===== config.mk =====
export PLATFORM = sky130hd
export DESIGN_NAME = ctx_tlb
export DESIGN_NICKNAME = d
export VERILOG_FILES = /design/src/rtl/ctx_tlb.sv
export SDC_FILE = /design/constraint.sdc
export NUM_CORES = 1
export LEC_CHECK = 0
export BUFFER_PORTS_ARGS = -buffer_cell sky130_fd_sc_hd__buf_2
export CELL_PAD_IN_SITES_DETAIL_PLACEMENT = 0
export CELL_PAD_IN_SITES_GLOBAL_PLACEMENT = 1
export CORE_MARGIN = 2
export CORE_UTILIZATION = 40
export CTS_CLUSTER_DIAMETER = 200
export DETAILED_ROUTE_END_ITERATION = 8
export GPL_TIMING_DRIVEN = 1
export PLACE_DENSITY_LB_ADDON = 0.1
export SYNTH_ARGS = -nofsm -noshare
export SYNTH_HDL_FRONTEND = slang
export SYNTH_SLANG_ARGS = --single-unit

===== constraint.sdc =====
create_clock -name clk -period 10.48 [get_ports clk]
set_clock_uncertainty 0.2 [all_clocks]
set_input_delay 1.048 -clock clk [delete_from_list [all_inputs] [get_ports clk]]
set_output_delay 1.048 -clock clk [all_outputs]
set_load 0.005 [all_outputs]

===== src/rtl/ctx_tlb.sv =====
module ctx_tlb #(
  parameter int ENTRIES = 8,
  parameter int VA_W    = 32,
  parameter int PID_W   = 4,
  parameter int CTX_W   = 8,
  parameter int DATA_W  = 24,
  localparam int PAGE_SH = 13,
  localparam int IDX_W   = $clog2(ENTRIES),
  localparam int VPN_W   = VA_W - PAGE_SH
) (
  input  logic              clk,
  input  logic              rst_n,
  input  logic              op_valid,
  input  logic [2:0]        op_code,
  input  logic [VA_W-1:0]   op_va,
  input  logic [PID_W-1:0]  op_pid,
  input  logic              op_real,
  input  logic [CTX_W-1:0]  op_ctx,
  input  logic              op_touch,
  input  logic              op_use_idx,
  input  logic [IDX_W-1:0]  op_idx,
  input  logic [DATA_W-1:0] op_data,
  input  logic              op_lock,
  output logic              rsp_valid,
  output logic              rsp_hit,
  output logic              rsp_multi,
  output logic [IDX_W-1:0]  rsp_idx,
  output logic [DATA_W-1:0] rsp_data,
  output logic              rsp_used,
  output logic              rsp_lock,
  output logic              rsp_real,
  output logic [PID_W-1:0]  rsp_pid,
  output logic [CTX_W-1:0]  rsp_ctx,
  output logic [VPN_W-1:0]  rsp_vpn
);

  localparam logic [2:0] OP_LOOK = 3'd0, OP_INS = 3'd1, OP_FLUSH = 3'd2,
                         OP_RM_PART = 3'd3, OP_RM_CTX = 3'd4, OP_RM_PAGE = 3'd5,
                         OP_READ = 3'd6;

  logic [ENTRIES-1:0] vld, lck, usd, t_real;
  logic [PID_W-1:0]   t_pid  [ENTRIES];
  logic [CTX_W-1:0]   t_ctx  [ENTRIES];
  logic [VPN_W-1:0]   t_vpn  [ENTRIES];
  logic [DATA_W-1:0]  t_data [ENTRIES];
  logic [IDX_W-1:0]   rptr;

  wire [VPN_W-1:0] op_vpn = op_va[VA_W-1:PAGE_SH];
  wire unused_low_bits = ^op_va[PAGE_SH-1:0];

  wire is_look  = op_valid && op_code == OP_LOOK;
  wire is_ins   = op_valid && op_code == OP_INS;
  wire is_flush = op_valid && op_code == OP_FLUSH;
  wire is_part  = op_valid && op_code == OP_RM_PART;
  wire is_ctx   = op_valid && op_code == OP_RM_CTX;
  wire is_page  = op_valid && op_code == OP_RM_PAGE;
  wire is_read  = op_valid && op_code == OP_READ;

  logic [ENTRIES-1:0] key_hit, part_hit, ctx_hit, kill;
  logic [IDX_W-1:0]   hit_idx;

  always_comb begin
    for (int i = 0; i < ENTRIES; i++) begin
      part_hit[i] = vld[i] && t_pid[i] == op_pid;
      ctx_hit[i]  = part_hit[i] && !t_real[i] && t_ctx[i] == op_ctx;
      key_hit[i]  = part_hit[i] && t_real[i] == op_real && t_vpn[i] == op_vpn &&
                    (op_real || t_ctx[i] == op_ctx);
    end
    hit_idx = '0;
    for (int i = ENTRIES - 1; i >= 0; i--)
      if (key_hit[i]) hit_idx = IDX_W'(i);
  end

  logic             inv_ok, free_ok;
  logic [IDX_W-1:0] inv_idx, free_idx, fb_idx, victim, ins_slot;
  int               scan;

  always_comb begin
    inv_ok = 1'b0; free_ok = 1'b0;
    inv_idx = '0; free_idx = '0; fb_idx = '0; scan = 0;
    for (int k = 1; k <= ENTRIES; k++) begin
      scan = int'(rptr) + k;
      if (scan >= ENTRIES) scan = scan - ENTRIES;
      if (k == 1) fb_idx = IDX_W'(scan);
      if (!inv_ok && !vld[IDX_W'(scan)]) begin
        inv_ok = 1'b1; inv_idx = IDX_W'(scan);
      end
      if (!free_ok && vld[IDX_W'(scan)] && !lck[IDX_W'(scan)] && !usd[IDX_W'(scan)]) begin
        free_ok = 1'b1; free_idx = IDX_W'(scan);
      end
    end
  end

  assign victim   = inv_ok ? inv_idx : (free_ok ? free_idx : fb_idx);
  assign ins_slot = op_use_idx ? op_idx : victim;

  always_comb begin
    kill = '0;
    if (is_flush) kill = '1;
    if (is_part)  kill = part_hit & ~lck;
    if (is_ctx)   kill = ctx_hit;
    if (is_page)  kill = key_hit;
  end

  logic [ENTRIES-1:0] vld_n, lck_n, usd_t, usd_n;

  always_comb begin
    vld_n = vld & ~kill;
    lck_n = lck & ~kill;
    usd_t = usd & ~kill;
    if (is_ins) begin
      vld_n[ins_slot] = 1'b1;
      lck_n[ins_slot] = op_lock;
      usd_t[ins_slot] = 1'b0;
    end
    if (is_look && op_touch) usd_t = usd_t | key_hit;
    usd_n = (&(usd_t | lck_n) && !(&lck_n)) ? '0 : usd_t;
  end

  wire [IDX_W-1:0] sel = is_read ? op_idx : hit_idx;

  always_ff @(posedge clk) begin
    if (!rst_n) begin
      vld <= '0; lck <= '0; usd <= '0;
      rptr <= IDX_W'(ENTRIES - 1);
      rsp_valid <= 1'b0; rsp_hit <= 1'b0; rsp_multi <= 1'b0;
      rsp_idx <= '0; rsp_data <= '0; rsp_used <= 1'b0; rsp_lock <= 1'b0;
      rsp_real <= 1'b0; rsp_pid <= '0; rsp_ctx <= '0; rsp_vpn <= '0;
    end else begin
      vld <= vld_n; lck <= lck_n; usd <= usd_n;
      if (is_ins && !op_use_idx) rptr <= victim;
      rsp_valid <= is_look || is_read;
      rsp_hit   <= is_read ? vld[op_idx] : |key_hit;
      rsp_multi <= is_look && $countones(key_hit) > 1;
      rsp_idx   <= sel;
      rsp_data  <= t_data[sel];
      rsp_used  <= usd[sel];
      rsp_lock  <= lck[sel];
      rsp_real  <= t_real[sel];
      rsp_pid   <= t_pid[sel];
      rsp_ctx   <= t_ctx[sel];
      rsp_vpn   <= t_vpn[sel];
    end
  end

  always_ff @(posedge clk) begin
    if (is_ins) begin
      t_pid[ins_slot]  <= op_pid;
      t_real[ins_slot] <= op_real;
      t_ctx[ins_slot]  <= op_ctx;
      t_vpn[ins_slot]  <= op_vpn;
      t_data[ins_slot] <= op_data;
    end
  end

  assert_multi_has_hit_R12: assert property (@(posedge clk) disable iff (!rst_n)
    rsp_valid && rsp_multi |-> rsp_hit);

  assert_quiet_lookup_R3: assert property (@(posedge clk) disable iff (!rst_n)
    is_look && !op_touch |=> usd == $past(usd) && vld == $past(vld) && lck == $past(lck));

  assert_read_no_state_R7: assert property (@(posedge clk) disable iff (!rst_n)
    is_read |=> usd == $past(usd) && vld == $past(vld));

  assert_flush_empty_R8: assert property (@(posedge clk) disable iff (!rst_n)
    is_flush |=> vld == '0);

  assert_locked_stay_R9: assert property (@(posedge clk) disable iff (!rst_n)
    is_part |=> (vld & $past(lck)) == ($past(vld) & $past(lck)));

  assert_insert_lands_R5: assert property (@(posedge clk) disable iff (!rst_n)
    is_ins |=> vld[$past(ins_slot)] && !usd[$past(ins_slot)]);

  assert_used_subset_R4: assert property (@(posedge clk) disable iff (!rst_n)
    (usd & ~vld) == '0);

endmodule


==> impl_summary.txt <==
----------------------------------------------------
[Logic synthesis]
  Share of synthesized flip-flops with an asynchronous set or reset ... 0
  Cell Area, Synth ... 0.0265 sq mm
  Top FF cell, synth ... sky130_fd_sc_hd__edfxtp_1
  Largest cells by area after synthesis ... sky130_fd_sc_hd__edfxtp_1, sky130_fd_sc_hd__mux2i_1, sky130_fd_sc_hd__dfxtp_1
  Count of mapped cells out of synthesis ... 1950
  Post-synthesis sequential area ratio ... 0.577
  Number of synthesized flops with an enable pin ... 448
  Synth top area share ... 0.509
  Post-synthesis cell type count ... 96
  Number of nets produced by synthesis ... 2041
  Number of warnings issued by yosys ... 0
  Cell type with the highest aggregate area in the netlist ... sky130_fd_sc_hd__edfxtp_1
  Average instance area after synthesis ... about 14 sq um
  Flip-flop and latch count after synthesis ... 539

[Global routing]
  Wire length of the first global-routing pass ... approximately 110 mm
  Overall overflow remaining after global route ... 0
  Number of antenna violations at the first check in global routing ... 8
  Pin count of the biggest net entering global routing ... 118
  Aggregate global-route resource usage ... 0.211
  Via count of the first global-routing pass ... 16000

[Timing]
  Max Clk Rate ... between 100 and 150 MHz
  Unrepaired setup endpoints after global routing ... false
  Setup violations, final ... 0
  Slew at the pin closest to its max-slew limit ... about 1.2 ns
  Sum of negative setup slack ... 0 ns
  Worst hold slack across all endpoints ... 0.409 ns
  Tcrit/Tclk final ... 0.648
  Hold Fails Final Rpt ... 0
  Minimum period implied by the final worst setup slack ... 6.79 ns
  Number of pins exceeding their max-slew limit in the final report ... 0
  Slew HR ... 0.220

[CTS]
  Root cell of the clock tree ... sky130_fd_sc_hd__clkbuf_16
  Number of sinks driven by the clock tree ... 539
  Setup Fix Bufs, Post-CTS ... 0
  Count of cells resized by post-cts repair ... 0
  Clk pin slew, worst setup/hold paths ... around 0.060 ns
  H-tree level count ... 2
  Max Root-Sink Buffers ... 3
  Latest clock arrival within the worst-skew pair ... ~0.63 ns
  Number of hold buffers added after cts ... 0
  Clock tree from TritonCTS ... done
  Number of CTS-inserted buffers ... 59

[Power]
  Combinational share of power ... 0.054
  Portion of total power attributed to sequential cells ... 0.506
  Sw frac ... 0.221
  Overall Power ... 4640 uW
  Pint ... 3610 uW
  Clock power share ... 0.441
  Switching power ... just over 1000 uW
  Pwr/cell area ... 156 mW/mm^2
  Worst vdd rail ir drop ... 0.133 mV
  Leakage power ... 0.0108 uW

[Final layout]
  Layout cell share with drive strength beyond 1 ... 0.142
  Area overhead of the layout relative to synthesis ... 12.7%
  Number of non-filler instances in the completed layout ... around 3000
  Final Net Count ... 2136

[Drt]
  Count of unresolved DRC violations after routing ... 0
  Initial DRC Count ... approximately 1300
  First-pass iteration count of the detailed router ... 7
  Number of nets still failing antenna checks after routing ... 0
  Via count of the routed design ... about 16000
  Via-per-instance ratio ... roughly 5.4
  Average wire per standard cell ... between 20 and 25 um
  Wire length after detailed routing ... 72.5 mm

[Critical path]
  CP most frequent cell ... sky130_fd_sc_hd__buf_4
  Worst setup SP type ... flop
  Critical path type ... reg2reg
  Crit path cell chain ... buf_4 -> inv_1 -> ha_1 -> mux4_1 -> mux2i_1 -> o22ai_1 -> nor4_2 -> a221o_1 -> a31o_1 -> nand3_1 -> nor2_4 -> buf_4
  Critical Path Sink Type ... flop
  Worst-path cell with the longest stage delay ... sky130_fd_sc_hd__ha_1
  Delay of the slowest cell on the worst path ... 0.87 ns
  Worst Path Max Fanout ... 42
  Slack of the worst reg-to-reg path ... approximately 3.7 ns
  CP arrival ... between 6 and 7 ns
  Required time of the critical path ... approximately 11 ns

[Placed design]
  Last weighted congestion value of the routability-driven placer ... 0.881
  Detailed placer's ending HPWL ... 46.2 mm
  Number of port buffers ... about 130
  Placed Cells incl. Taps ... 2848

[Floorplan]
  Overall die width ... 261 um
  Initial Util ... 0.403
  Total core area ... 0.0656 sq mm
  Floorplan die height ... 261 um
  Number of placed I/O pins ... 145
  DIE AREA ... 0.0682 sq mm
  Number of placement rows ... 94

[Job]
  Max Cap Viol ... 0

[Outcome]
  Status ... finished, final reports clean

[Hold path]
  Worst hold path class ... reg2reg

----------------------------------------------------
-- synth_stat cells (15+ instances only) --
| cell | count |
|---|---|
| sky130_fd_sc_hd__edfxtp_1 | 448 |
| sky130_fd_sc_hd__mux2i_1 | 428 |
| sky130_fd_sc_hd__xor2_1 | 163 |
| sky130_fd_sc_hd__xnor2_1 | 99 |
| sky130_fd_sc_hd__dfxtp_1 | 91 |
| sky130_fd_sc_hd__nor2b_1 | 74 |
| sky130_fd_sc_hd__clkbuf_1 | 62 |
| sky130_fd_sc_hd__nand2_1 | 60 |
| sky130_fd_sc_hd__nor2_1 | 49 |
| sky130_fd_sc_hd__nor4_1 | 46 |
| sky130_fd_sc_hd__o21ai_0 | 38 |
| sky130_fd_sc_hd__buf_1 | 34 |
| sky130_fd_sc_hd__a21oi_1 | 33 |
| sky130_fd_sc_hd__inv_1 | 27 |
| sky130_fd_sc_hd__nand4_1 | 26 |
| sky130_fd_sc_hd__nand3_1 | 21 |
| sky130_fd_sc_hd__nor3_1 | 17 |
| sky130_fd_sc_hd__and2_1 | 15 |
| sky130_fd_sc_hd__mux4_2 | 15 |
-- path summary, 6_finish.rpt --
| check | endpoint | start | depth (start not counted) |
|---|---|---|---|
| worst min-delay path | usd[6] | usd[6] | 2 |
| worst min register to register | usd[6] | usd[6] | 2 |
| worst max register to register | t_vpn[1][6] | rptr[0] | 12 |
| worst max-delay path | t_vpn[1][6] | rptr[0] | 12 |
-- final cells by class --
cell class,count,area [sq um]
fill,6023,35800
sequential,539,15300
multi-input combinational,1267,10600
clock buffer,84,1680
tap,864,1080
timing repair buffer,149,806
clock inverter,26,211
inverter,29,115
antenna,3,7.51
-- layer usage --
| layer | track usage | wire (um) | up-vias |
|---|---|---|---|
| li1 | - | - | 7481 |
| met1 | 0.303 | 34400 | 8050 |
| met2 | 0.331 | 33200 | 359 |
| met3 | 0.0337 | 3240 | 110 |
| met4 | 0.0565 | 1560 | 10 |
| met5 | 0 | 61 | - |
-- flip-flops by register name, summed over array words and instances (netlist names), 3 cells and up --
name,cells
lck,8
rptr,3
rsp_ctx,8
rsp_data,24
rsp_idx,3
rsp_pid,4
rsp_vpn,19
t_ctx,64
t_data,192
t_pid,32
t_real,8
t_vpn,152
usd,8
vld,8
-- power by group through the flow --
| stage | logic, uW | clock network, uW | registers [uW] |
|---|---|---|---|
| 3_3_place_gp | 249 | 0 | 2390 |
| 2_1_floorplan | 151 | 0 | 2390 |
| 4_1_cts | 251 | 2080 | 2340 |
| 6_report | 249 | 2040 | 2340 |
| 3_5_place_dp | 250 | 0 | 2390 |
| 5_1_grt | 270 | 2160 | 2350 |
-- layout by cell type, fill, tap and decap left out, types with 5 or more instances in the layout --
cell                        count
sky130_fd_sc_hd__a2111oi_0      7
sky130_fd_sc_hd__a211o_1        6
sky130_fd_sc_hd__a21boi_0      10
sky130_fd_sc_hd__a21oi_1       32
sky130_fd_sc_hd__a22oi_1        6
sky130_fd_sc_hd__a31oi_1       11
sky130_fd_sc_hd__and2_1        15
sky130_fd_sc_hd__and3_1         6
sky130_fd_sc_hd__buf_2        130
sky130_fd_sc_hd__buf_4         18
sky130_fd_sc_hd__clkbuf_1      16
sky130_fd_sc_hd__clkbuf_16     61
sky130_fd_sc_hd__clkbuf_8       7
sky130_fd_sc_hd__clkinv_1      12
sky130_fd_sc_hd__clkinv_2      13
sky130_fd_sc_hd__dfxtp_1       91
sky130_fd_sc_hd__edfxtp_1     448
sky130_fd_sc_hd__ha_1           6
sky130_fd_sc_hd__inv_1         24
sky130_fd_sc_hd__mux2i_1      428
sky130_fd_sc_hd__mux4_2        15
sky130_fd_sc_hd__nand2_1       60
sky130_fd_sc_hd__nand2b_1       7
sky130_fd_sc_hd__nand3_1       21
sky130_fd_sc_hd__nand4_1       26
sky130_fd_sc_hd__nor2_1        46
sky130_fd_sc_hd__nor2b_1       74
sky130_fd_sc_hd__nor3_1        17
sky130_fd_sc_hd__nor3b_2        7
sky130_fd_sc_hd__nor4_1        46
sky130_fd_sc_hd__o211ai_1       7
sky130_fd_sc_hd__o21a_1         5
sky130_fd_sc_hd__o21ai_0       37
sky130_fd_sc_hd__o22ai_1       11
sky130_fd_sc_hd__o32ai_1        5
sky130_fd_sc_hd__xnor2_1       99
sky130_fd_sc_hd__xor2_1       163
-- logic make-up (layout without fill, tap and decap cells) --
kind of cell,count (synthesis),after routing,synth area share
AOI/OAI and AO/OA,186,186,0.0495
muxes,450,450,0.179
xor gates and xnor gates,262,262,0.0868
buffers and inverters,144,288,0.0228
other,0,3,0
and+or+nand+nor,359,359,0.0789
adders and majority gates,10,10,0.00587
DFF,539,539,0.577
-- metrics by stage --
stage                     setup WS (ns)  utilization  area [sq um]
after floorplan                    2.98            -         26500
after global placement             3.73        0.425         27900
after detailed placement           3.74        0.425         27900
after CTS                          3.69        0.454         29800
after global routing               3.30        0.454         29800
final                              3.69        0.454         29800
-- critical path: cells and delay by family, from the launching register on --
| family | cells | cell delay [ns] |
|---|---|---|
| AO/OA/AOI/OAI | 3 | 1.01 |
| flip-flops | 1 | 0.31 |
| buffers and inverters | 3 | 1.40 |
| adder cells (fa/ha/maj) | 1 | 0.87 |
| AND/OR/NAND/NOR | 3 | 1.41 |
| multiplexers | 2 | 1.13 |
Note: power is estimated with default switching activity, not from simulation.
